`src/rtl/ufrm_pkg.sv`:
```
`timescale 1ns/1ps
// Shared widths and write-target encoding for the frame timer.
package ufrm_pkg;
    localparam int UF_REG_W = 32;  // software word width
    localparam int UF_CNT_W = 14;  // bit-time counter width
    localparam int UF_MPS_W = 15;  // largest-packet field width
    localparam int UF_FRN_W = 16;  // frame number width
    localparam int UF_LS_W  = 12;  // low-speed threshold width

    typedef enum logic [1:0] {
        SEL_INTERVAL = 2'd0,
        SEL_PSTART   = 2'd1,
        SEL_LSTHR    = 2'd2,
        SEL_NONE     = 2'd3
    } uf_sel_e;
endpackage

```
`src/rtl/ufrm_cfg_regs.sv`:
```
`timescale 1ns/1ps
// Configuration registers: interval word, periodic start, low-speed threshold.
// Assumes the toggle bit is the word's top bit and the packet field sits
// directly below it; writes with an unknown select are dropped.
module ufrm_cfg_regs
    import ufrm_pkg::*;
#(
    parameter int REG_W        = UF_REG_W,
    parameter int CNT_W        = UF_CNT_W,
    parameter int MPS_W        = UF_MPS_W,
    parameter int LS_W         = UF_LS_W,
    parameter int RST_INTERVAL = 11999
) (
    input  logic             clk,
    input  logic             rst_n,
    input  logic             wr_en,
    input  logic [1:0]       wr_sel,
    input  logic [REG_W-1:0] wr_data,
    output logic [CNT_W-1:0] interval,
    output logic [MPS_W-1:0] max_pkt,
    output logic             intv_tog,
    output logic [CNT_W-1:0] pstart,
    output logic [LS_W-1:0]  ls_thr
);
    localparam int TOG_BIT = REG_W - 1;
    localparam int MPS_LSB = TOG_BIT - MPS_W;
    localparam int GAP_W   = MPS_LSB - CNT_W;

    logic unused_gap;
    assign unused_gap = ^wr_data[MPS_LSB-1 -: GAP_W];

    // Capture software writes into the selected register.
    always_ff @(posedge clk) begin
        if (!rst_n) begin
            interval <= CNT_W'(RST_INTERVAL);
            max_pkt  <= '0;
            intv_tog <= 1'b0;
            pstart   <= '0;
            ls_thr   <= '0;
        end else if (wr_en) begin
            case (uf_sel_e'(wr_sel))
                SEL_INTERVAL: begin
                    interval <= wr_data[CNT_W-1:0];
                    max_pkt  <= wr_data[MPS_LSB +: MPS_W];
                    intv_tog <= wr_data[TOG_BIT];
                end
                SEL_PSTART: pstart <= wr_data[CNT_W-1:0];
                SEL_LSTHR:  ls_thr <= wr_data[LS_W-1:0];
                default: ;
            endcase
        end
    end
endmodule

```
`src/rtl/ufrm_downcount.sv`:
```
`timescale 1ns/1ps
// Bit-time down-counter. Reloads from the interval when a tick finds it at
// zero, copying the interval toggle; otherwise steps down one per tick.
// Assumes bit_tick is a single-cycle strobe.
module ufrm_downcount #(
    parameter int CNT_W = 14
) (
    input  logic             clk,
    input  logic             rst_n,
    input  logic             run_en,
    input  logic             bit_tick,
    input  logic [CNT_W-1:0] interval,
    input  logic             intv_tog,
    output logic [CNT_W-1:0] remain,
    output logic             rem_tog,
    output logic             reload_evt,
    output logic             sof_pulse
);
    logic step;
    assign step       = run_en & bit_tick;
    assign reload_evt = step & (remain == '0);

    // Count down, reload at zero, and flag the reload one cycle later.
    always_ff @(posedge clk) begin
        if (!rst_n) begin
            remain    <= '0;
            rem_tog   <= 1'b0;
            sof_pulse <= 1'b0;
        end else begin
            sof_pulse <= reload_evt;
            if (reload_evt) begin
                remain  <= interval;
                rem_tog <= intv_tog;
            end else if (step) begin
                remain <= remain - CNT_W'(1);
            end
        end
    end
endmodule

```
`src/rtl/ufrm_frnum.sv`:
```
`timescale 1ns/1ps
// Frame number counter with a pulse whenever its top bit changes.
// Assumes advance is high for one cycle per frame.
module ufrm_frnum #(
    parameter int FRN_W = 16
) (
    input  logic             clk,
    input  logic             rst_n,
    input  logic             advance,
    output logic [FRN_W-1:0] frnum,
    output logic             fno_pulse
);
    logic [FRN_W-1:0] frnum_nxt;
    assign frnum_nxt = frnum + FRN_W'(1);

    // Advance the frame number and mark top-bit transitions.
    always_ff @(posedge clk) begin
        if (!rst_n) begin
            frnum     <= '0;
            fno_pulse <= 1'b0;
        end else begin
            fno_pulse <= advance && (frnum_nxt[FRN_W-1] != frnum[FRN_W-1]);
            if (advance) begin
                frnum <= frnum_nxt;
            end
        end
    end
endmodule

```
`src/rtl/ufrm_cmp.sv`:
```
`timescale 1ns/1ps
// Window comparators on the remaining count: periodic-start and low-speed.
// Assumes the threshold is no wider than the counter; it is zero-extended.
module ufrm_cmp #(
    parameter int CNT_W = 14,
    parameter int LS_W  = 12
) (
    input  logic [CNT_W-1:0] remain,
    input  logic [CNT_W-1:0] pstart,
    input  logic [LS_W-1:0]  ls_thr,
    output logic             periodic_win,
    output logic             ls_ok
);
    logic [CNT_W-1:0] ls_ext;

    generate
        if (LS_W < CNT_W) begin : g_ext
            assign ls_ext = {{(CNT_W-LS_W){1'b0}}, ls_thr};
        end else begin : g_same
            assign ls_ext = ls_thr[CNT_W-1:0];
        end
    endgenerate

    // Strict comparisons against the remaining count.
    always_comb begin
        periodic_win = (remain < pstart);
        ls_ok        = (remain > ls_ext);
    end
endmodule

```
`src/rtl/ufrm_timer.sv`:
```
`timescale 1ns/1ps
// Frame timer top: joins the configuration registers, the bit-time counter,
// the frame number counter and the window comparators, and packs the
// software-visible words. Assumes REG_W covers toggle, packet field and count.
module ufrm_timer
    import ufrm_pkg::*;
#(
    parameter int REG_W        = UF_REG_W,
    parameter int CNT_W        = UF_CNT_W,
    parameter int MPS_W        = UF_MPS_W,
    parameter int FRN_W        = UF_FRN_W,
    parameter int LS_W         = UF_LS_W,
    parameter int RST_INTERVAL = 11999
) (
    input  logic             clk,
    input  logic             rst_n,
    input  logic             run_en,
    input  logic             bit_tick,
    input  logic             wr_en,
    input  logic [1:0]       wr_sel,
    input  logic [REG_W-1:0] wr_data,
    output logic [REG_W-1:0] interval_rd,
    output logic [REG_W-1:0] remain_rd,
    output logic [FRN_W-1:0] frnum_rd,
    output logic             sof_pulse,
    output logic             fno_pulse,
    output logic             periodic_win,
    output logic             ls_ok
);
    localparam int GAP_W = REG_W - 1 - MPS_W - CNT_W;
    localparam int PAD_W = REG_W - 1 - CNT_W;

    logic [CNT_W-1:0] interval;
    logic [MPS_W-1:0] max_pkt;
    logic             intv_tog;
    logic [CNT_W-1:0] pstart;
    logic [LS_W-1:0]  ls_thr;
    logic [CNT_W-1:0] remain;
    logic             rem_tog;
    logic             reload_evt;

    ufrm_cfg_regs #(
        .REG_W(REG_W), .CNT_W(CNT_W), .MPS_W(MPS_W), .LS_W(LS_W),
        .RST_INTERVAL(RST_INTERVAL)
    ) u_cfg (
        .clk(clk), .rst_n(rst_n), .wr_en(wr_en), .wr_sel(wr_sel),
        .wr_data(wr_data), .interval(interval), .max_pkt(max_pkt),
        .intv_tog(intv_tog), .pstart(pstart), .ls_thr(ls_thr)
    );

    ufrm_downcount #(.CNT_W(CNT_W)) u_cnt (
        .clk(clk), .rst_n(rst_n), .run_en(run_en), .bit_tick(bit_tick),
        .interval(interval), .intv_tog(intv_tog), .remain(remain),
        .rem_tog(rem_tog), .reload_evt(reload_evt), .sof_pulse(sof_pulse)
    );

    ufrm_frnum #(.FRN_W(FRN_W)) u_frn (
        .clk(clk), .rst_n(rst_n), .advance(reload_evt),
        .frnum(frnum_rd), .fno_pulse(fno_pulse)
    );

    ufrm_cmp #(.CNT_W(CNT_W), .LS_W(LS_W)) u_cmp (
        .remain(remain), .pstart(pstart), .ls_thr(ls_thr),
        .periodic_win(periodic_win), .ls_ok(ls_ok)
    );

    // Pack the software-visible words.
    assign interval_rd = {intv_tog, max_pkt, {GAP_W{1'b0}}, interval};
    assign remain_rd   = {rem_tog, {PAD_W{1'b0}}, remain};
endmodule

```
`config.mk`:
```
export PLATFORM = sky130hd
export DESIGN_NAME = ufrm_timer
export DESIGN_NICKNAME = d
export VERILOG_FILES = /design/src/rtl/ufrm_pkg.sv /design/src/rtl/ufrm_cfg_regs.sv /design/src/rtl/ufrm_downcount.sv /design/src/rtl/ufrm_frnum.sv /design/src/rtl/ufrm_cmp.sv /design/src/rtl/ufrm_timer.sv
export SDC_FILE = /design/constraint.sdc
export NUM_CORES = 1
export LEC_CHECK = 0
export ABC_AREA = 1
export BUFFER_PORTS_ARGS = -buffer_cell sky130_fd_sc_hd__buf_4
export CAP_MARGIN = 10
export CORE_ASPECT_RATIO = 0.8
export CORE_MARGIN = 10
export CORE_UTILIZATION = 59
export DETAILED_ROUTE_END_ITERATION = 16
export HOLD_SLACK_MARGIN = 0.12
export PLACE_DENSITY = 0.87
export SETUP_SLACK_MARGIN = 0.05
export SKIP_LAST_GASP = 1
export SLEW_MARGIN = 0
export SYNTH_ARGS = -nofsm -noshare
export SYNTH_HDL_FRONTEND = slang
export SYNTH_HIERARCHICAL = 1
export SYNTH_SLANG_ARGS = --single-unit
```
`constraint.sdc`:
```
create_clock -name clk -period 3.4 [get_ports clk]
set_input_delay 0.17 -clock clk [delete_from_list [all_inputs] [get_ports clk]]
set_output_delay 0.17 -clock clk [all_outputs]
set_load 0.02 [all_outputs]
```
Word-level counts from Yosys, hierarchy flattened
Cells that the tools add are included.
{ "classes": {"n_addsub": 2, "order_cmp": 2, "eq_ne": 3, "mux": 2, "bitwise": 2, "n_reduce_logical": 7} }
{ "ops": {"columns": ["operator", "n"], "rows": [
  ["14-bit two-way mux", 2],
  ["16-bit by 1-bit adder with 16-bit output, second input constant", 1],
  ["14-bit by 12-bit greater-than comparator with 1-bit output", 1],
  ["14-bit zero test", 1],
  ["14-bit less-than comparator", 1],
  ["14-bit by 1-bit subtractor with 14-bit output, second input constant", 1],
  ["2-bit AND reduction", 3],
  ["1-bit AND", 2],
  ["2-bit by 1-bit == test with 1-bit output, second input constant", 1],
  ["2-bit == test, second input constant", 1],
  ["2-bit zero test", 1],
  ["2-bit nonzero test", 1],
  ["1-bit logical AND", 1],
  ["1-bit != test", 1]
]} }
{ "word_totals": {"reg_bits": 89, "elab_cells": 28} }

Logic depth before layout (Yosys ltp)
{ "depth": {"depth_word": 3, "ltp_mapped": 15} }

Cells and area by module
The synthesis kept the hierarchy.
{ "by_module_without_submodules": {"columns": ["mod", "instances", "cells_each", "area_per_inst_um2"], "rows": [
  ["ufrm_cfg_regs", 1, 342, 2371.0],
  ["ufrm_downcount", 1, 197, 1178.6],
  ["ufrm_frnum", 1, 126, 847.1],
  ["ufrm_cmp", 1, 111, 685.7],
  ["ufrm_timer", 1, 22, 161.4]
]} }

Worst setup path after synthesis
Ideal clock, no wire load.
{ "synth_timing": {"path_type": "register to register", "from": "reg u_cnt.remain[0]", "to": "reg u_frn.frnum[15]", "setup_ps": 115, "t_arrival_ps": 1988, "t_required_ps": 3285, "slack_ps": 1297, "path_stages_with_launch": 16, "n_path_buf": 0, "synth_period_minus_slack_ps": 2103, "path_cell_list": "dfxtp_1 -> inv_1 -> ha_1 -> inv_1 -> nor2_1 -> nand2_1 -> nor2_1 -> nand3_1 -> inv_1 -> nand2_1 -> nor2_4 -> nand2_2 -> nor2_4 -> nand3_1 -> nand2_1 -> nor2_1"} }
{ "synth_via": {"elab_chain_cells": 2} }
{ "synth_lines": {"columns": ["item", "line", "source"], "rows": [
  ["start, declared", "ufrm_downcount.sv:14", "output logic [CNT_W-1:0] remain,"],
  ["start signal, assigned", "ufrm_downcount.sv:32", "remain <= interval;"],
  ["start signal, assigned", "ufrm_downcount.sv:35", "remain <= remain - CNT_W'(1);"],
  ["14-bit zero test", "ufrm_downcount.sv:21", "assign reload_evt = step & (remain == '0);"],
  ["1-bit AND", "ufrm_downcount.sv:21", null],
  ["net reload_evt", "ufrm_timer.sv:40", "logic reload_evt;"],
  ["end signal, assigned", "ufrm_frnum.sv:24", "frnum <= frnum_nxt;"],
  ["end, declared", "ufrm_frnum.sv:10", "output logic [FRN_W-1:0] frnum,"]
]} }
The timed path passes the listed nets, and every way through them passes these cells.
A chain may end at the register's enable or synchronous reset.

Worst setup path in the final report
{ "layout_timing": {"from": "reg u_cnt.remain[0]", "to": "reg u_frn.frnum[13]"} }
Same word-level chain as after synthesis.

==> qor.yml <==
status: "completed"
synth_area_leaders: "dfxtp_1 (34%), nand2_1 (14%), nor2_1 (8.8%)"
vias: 5359
io_buffer_count: 101
drive_gt1_share_pct: 15.49
finalMaxSlewViolations: 0
gr-total-overflow: 0
maxCapViolCount: 0
power.share.combinational_pct: 29.5
die_h_um: 104.3
layout_commonest_cell: "nand2_1"
die_x_um: 125.4
slowest_delay_ps: 350
area_delta_synth_final_pct: 19.59
netlist_instances: 798
worstHoldPathType: "primary input to flip-flop"
mostFrequentLayoutCells: "nand2_1 (193), nor2_1 (123), inv_1 (122)"
drtIter0Drc: 606
path_cells: "inv_1 -> ha_1 -> inv_1 -> nor2_1 -> nand2_1 -> nor2_1 -> nand3_1 -> inv_1 -> nand2_1 -> nor2_4 -> nand2_2 -> nor2_4 -> nor2_1 -> o21a_1"
place.gp.congestion: 0.9858
worstPathMaxFanout: 10
postCtsSetupRepairBufs: 0
clock_skew_ps: 14.88
p_sw_mw: 0.9854
crit_buf_inv: 3
yosysTopAreaCell: "dfxtp_1"
fillers: 654
htree_num_levels: 3
slew_headroom_pct: 50.82
setup_tns_ps: 0
antenna_left: 0
finalNetCount: 966
period_share_pct: 73.39
p_int_mw: 1.756
drtPass1Iterations: 5
crit_family: "simple AND/OR/NAND/NOR gates"
drt_wl_total_mm: 15.12
synth_top_area_share_pct: 33.98
synth_cell_types: 34
clkPwrFrac_pct: 28.0
cts_tree: "built"
cp-end-kind: "flip-flop"
slowest_stage: "inv_1"
cts_buffers: 9
hold_viol_final: 0
p_sw_share_pct: 35.94
dp_hpwl_mm: 11.00
syn_avg_cell_area_um2: 6.571
clockBufferDepth: 2
grt_pass1_vias: 5036
period_minus_slack_ps: 2495
ys_ff_latch: 89
die_area_um2: 13080
hold_buffers: 18
ys_warn_count: 6
avgRoutedWirePerCell_um: 14.89
power_density_nw_per_um2: 437.2
leakage_nw: 3.255
grt_max_degree: 73
seq_power_share_pct: 42.6
core_area_um2: 8558
grt_pass1_wl_mm: 24.57
antennaDiodeCount: 0
total_power_mw: 2.742
syn-cell-area_um2: 5244
fmax_ghz: 0.4007
crit_arrival_ps: 2750
avgViaCountPerCell: 5.275
cts_root_buf: "clkbuf_8"
setup.worst_path.class: "flip-flop to flip-flop"
rows: 30
cts_resized: 0
cts_sinks: 89
tightestPinTransition_ps: 737.7
seq_area_frac_synth_pct: 33.98
clk_pin_slew_ps: 100
start_util_pct: 61.27
route.detailed.drc: 0
io_pins: 123
ir_drop_v: 0.0002355
cp_data_required_time_ps: 3650
rsz0062_at_grt: "false"
setup-violations-final: 0
antenna_found_initial: 0
crit_path_start_kind: "flip-flop"
grt.total_usage_pct: 22.10
insertion_delay_ps: 360
-- final timing paths --
path | from | end | slack [ps] | depth (start not counted)
worst max-delay path | u_cnt/remain[0]$_SDFFE_PN0P_ | u_frn/frnum[13]$_SDFFE_PN0P_ | 900 | 14
worst min register to register | u_cfg/max_pkt[6]$_SDFFE_PN0P_ | u_cfg/max_pkt[6]$_SDFFE_PN0P_ | 490 | 2
worst min-delay path | wr_data[28] | u_cfg/max_pkt[12]$_SDFFE_PN0P_ | 130 | 5
worst max register to register | u_cnt/remain[0]$_SDFFE_PN0P_ | u_frn/frnum[13]$_SDFFE_PN0P_ | 900 | 14
-- cells in the mapped netlist, drive strengths merged --
cell type	count
ha	28
a21o	2
a21oi	51
o21ai	11
nor4	1
a21boi	1
and2	1
nor2	133
nand2	196
xnor2	1
nand3	79
clkinv	1
nand3b	6
conb	1
xor2	1
clkbuf	5
inv	123
buf	44
a31oi	7
dfxtp	89
nand4	8
nor3	6
o21a	3
-- metrics by stage --
step                area (um2)  util [%]  setup slack, ps  cells  hold WS (ps)
global placement          5886     68.77             1045    982         401.4
floorplan                 5311         -             1297    816         304.9
CTS                       6271     73.27            945.5   1016         123.6
detailed placement        5886     68.77            974.3    982         414.6
finish                    6271     73.27            904.7   1016         126.9
global route              6271     73.27            686.4   1016         127.8
-- layout make-up --
| type | instances | area, um2 | share of cell area, % |
|---|---|---|---|
| Timing Repair Buffer | 121 | 953.4 | 15.20 |
| Sequential cell | 89 | 1782 | 28.41 |
| Clock buffer | 9 | 123.9 | 1.975 |
| Multi-Input combinational cell | 554 | 2725 | 43.46 |
| Clock inverter | 7 | 81.33 | 1.297 |
| Inverter | 124 | 465.4 | 7.422 |
| Tap cell | 112 | 140.1 | 2.235 |
-- logic make-up after synthesis --
logic type               Yosys count  synth area share (%)
AND/OR/NAND/NOR                  430                 35.98
buffers and inverters            173                 15.34
flip-flops                        89                 33.98
AO/OA/AOI/OAI                     75                 7.611
adder cells (fa/ha/maj)           28                 6.681
XOR/XNOR                           2                0.3341
other                              1               0.07151
-- layer usage --
metal	up-vias	routed length, um	track usage [%]
met4	0	299	6.240
met5	-	0	0
met2	237	7040	36.86
met3	31	1418	5.960
li1	2649	-	-
met1	2442	6365	27.22
-- power groups by stage --
stage | sequential [mW] | combinational (mW) | clock, mW
after floorplan | 1.21 | 0.527 | 0
after global placement | 1.19 | 0.751 | 0
after detailed placement | 1.19 | 0.775 | 0
after CTS | 1.16 | 0.796 | 0.777
after global routing | 1.17 | 0.898 | 0.820
final | 1.17 | 0.808 | 0.767
-- worst register-to-register path, cell delays in order (launching register included) --
cell and delay (ps):
dfxtp_1 340, inv_1 190, ha_1 210, inv_1 50, nor2_1 80, nand2_1 60
nor2_1 80, nand3_1 250, inv_1 350, nand2_1 180, nor2_4 180, nand2_2 120
nor2_4 110, nor2_1 60, o21a_1 120
-- sequential cells by signal, summed over array words and instances (netlist names) --
signal and flops:
u_cfg/ls_thr 12, u_cnt/rem_tog 1, u_cnt/sof_pulse 1, u_cfg/max_pkt 15
u_cfg/interval 14, u_cfg/intv_tog 1, u_frn/frnum 16, u_cfg/pstart 14
u_cnt/remain 14, u_frn/fno_pulse 1
No activity file was read; power rests on OpenSTA's default activity.
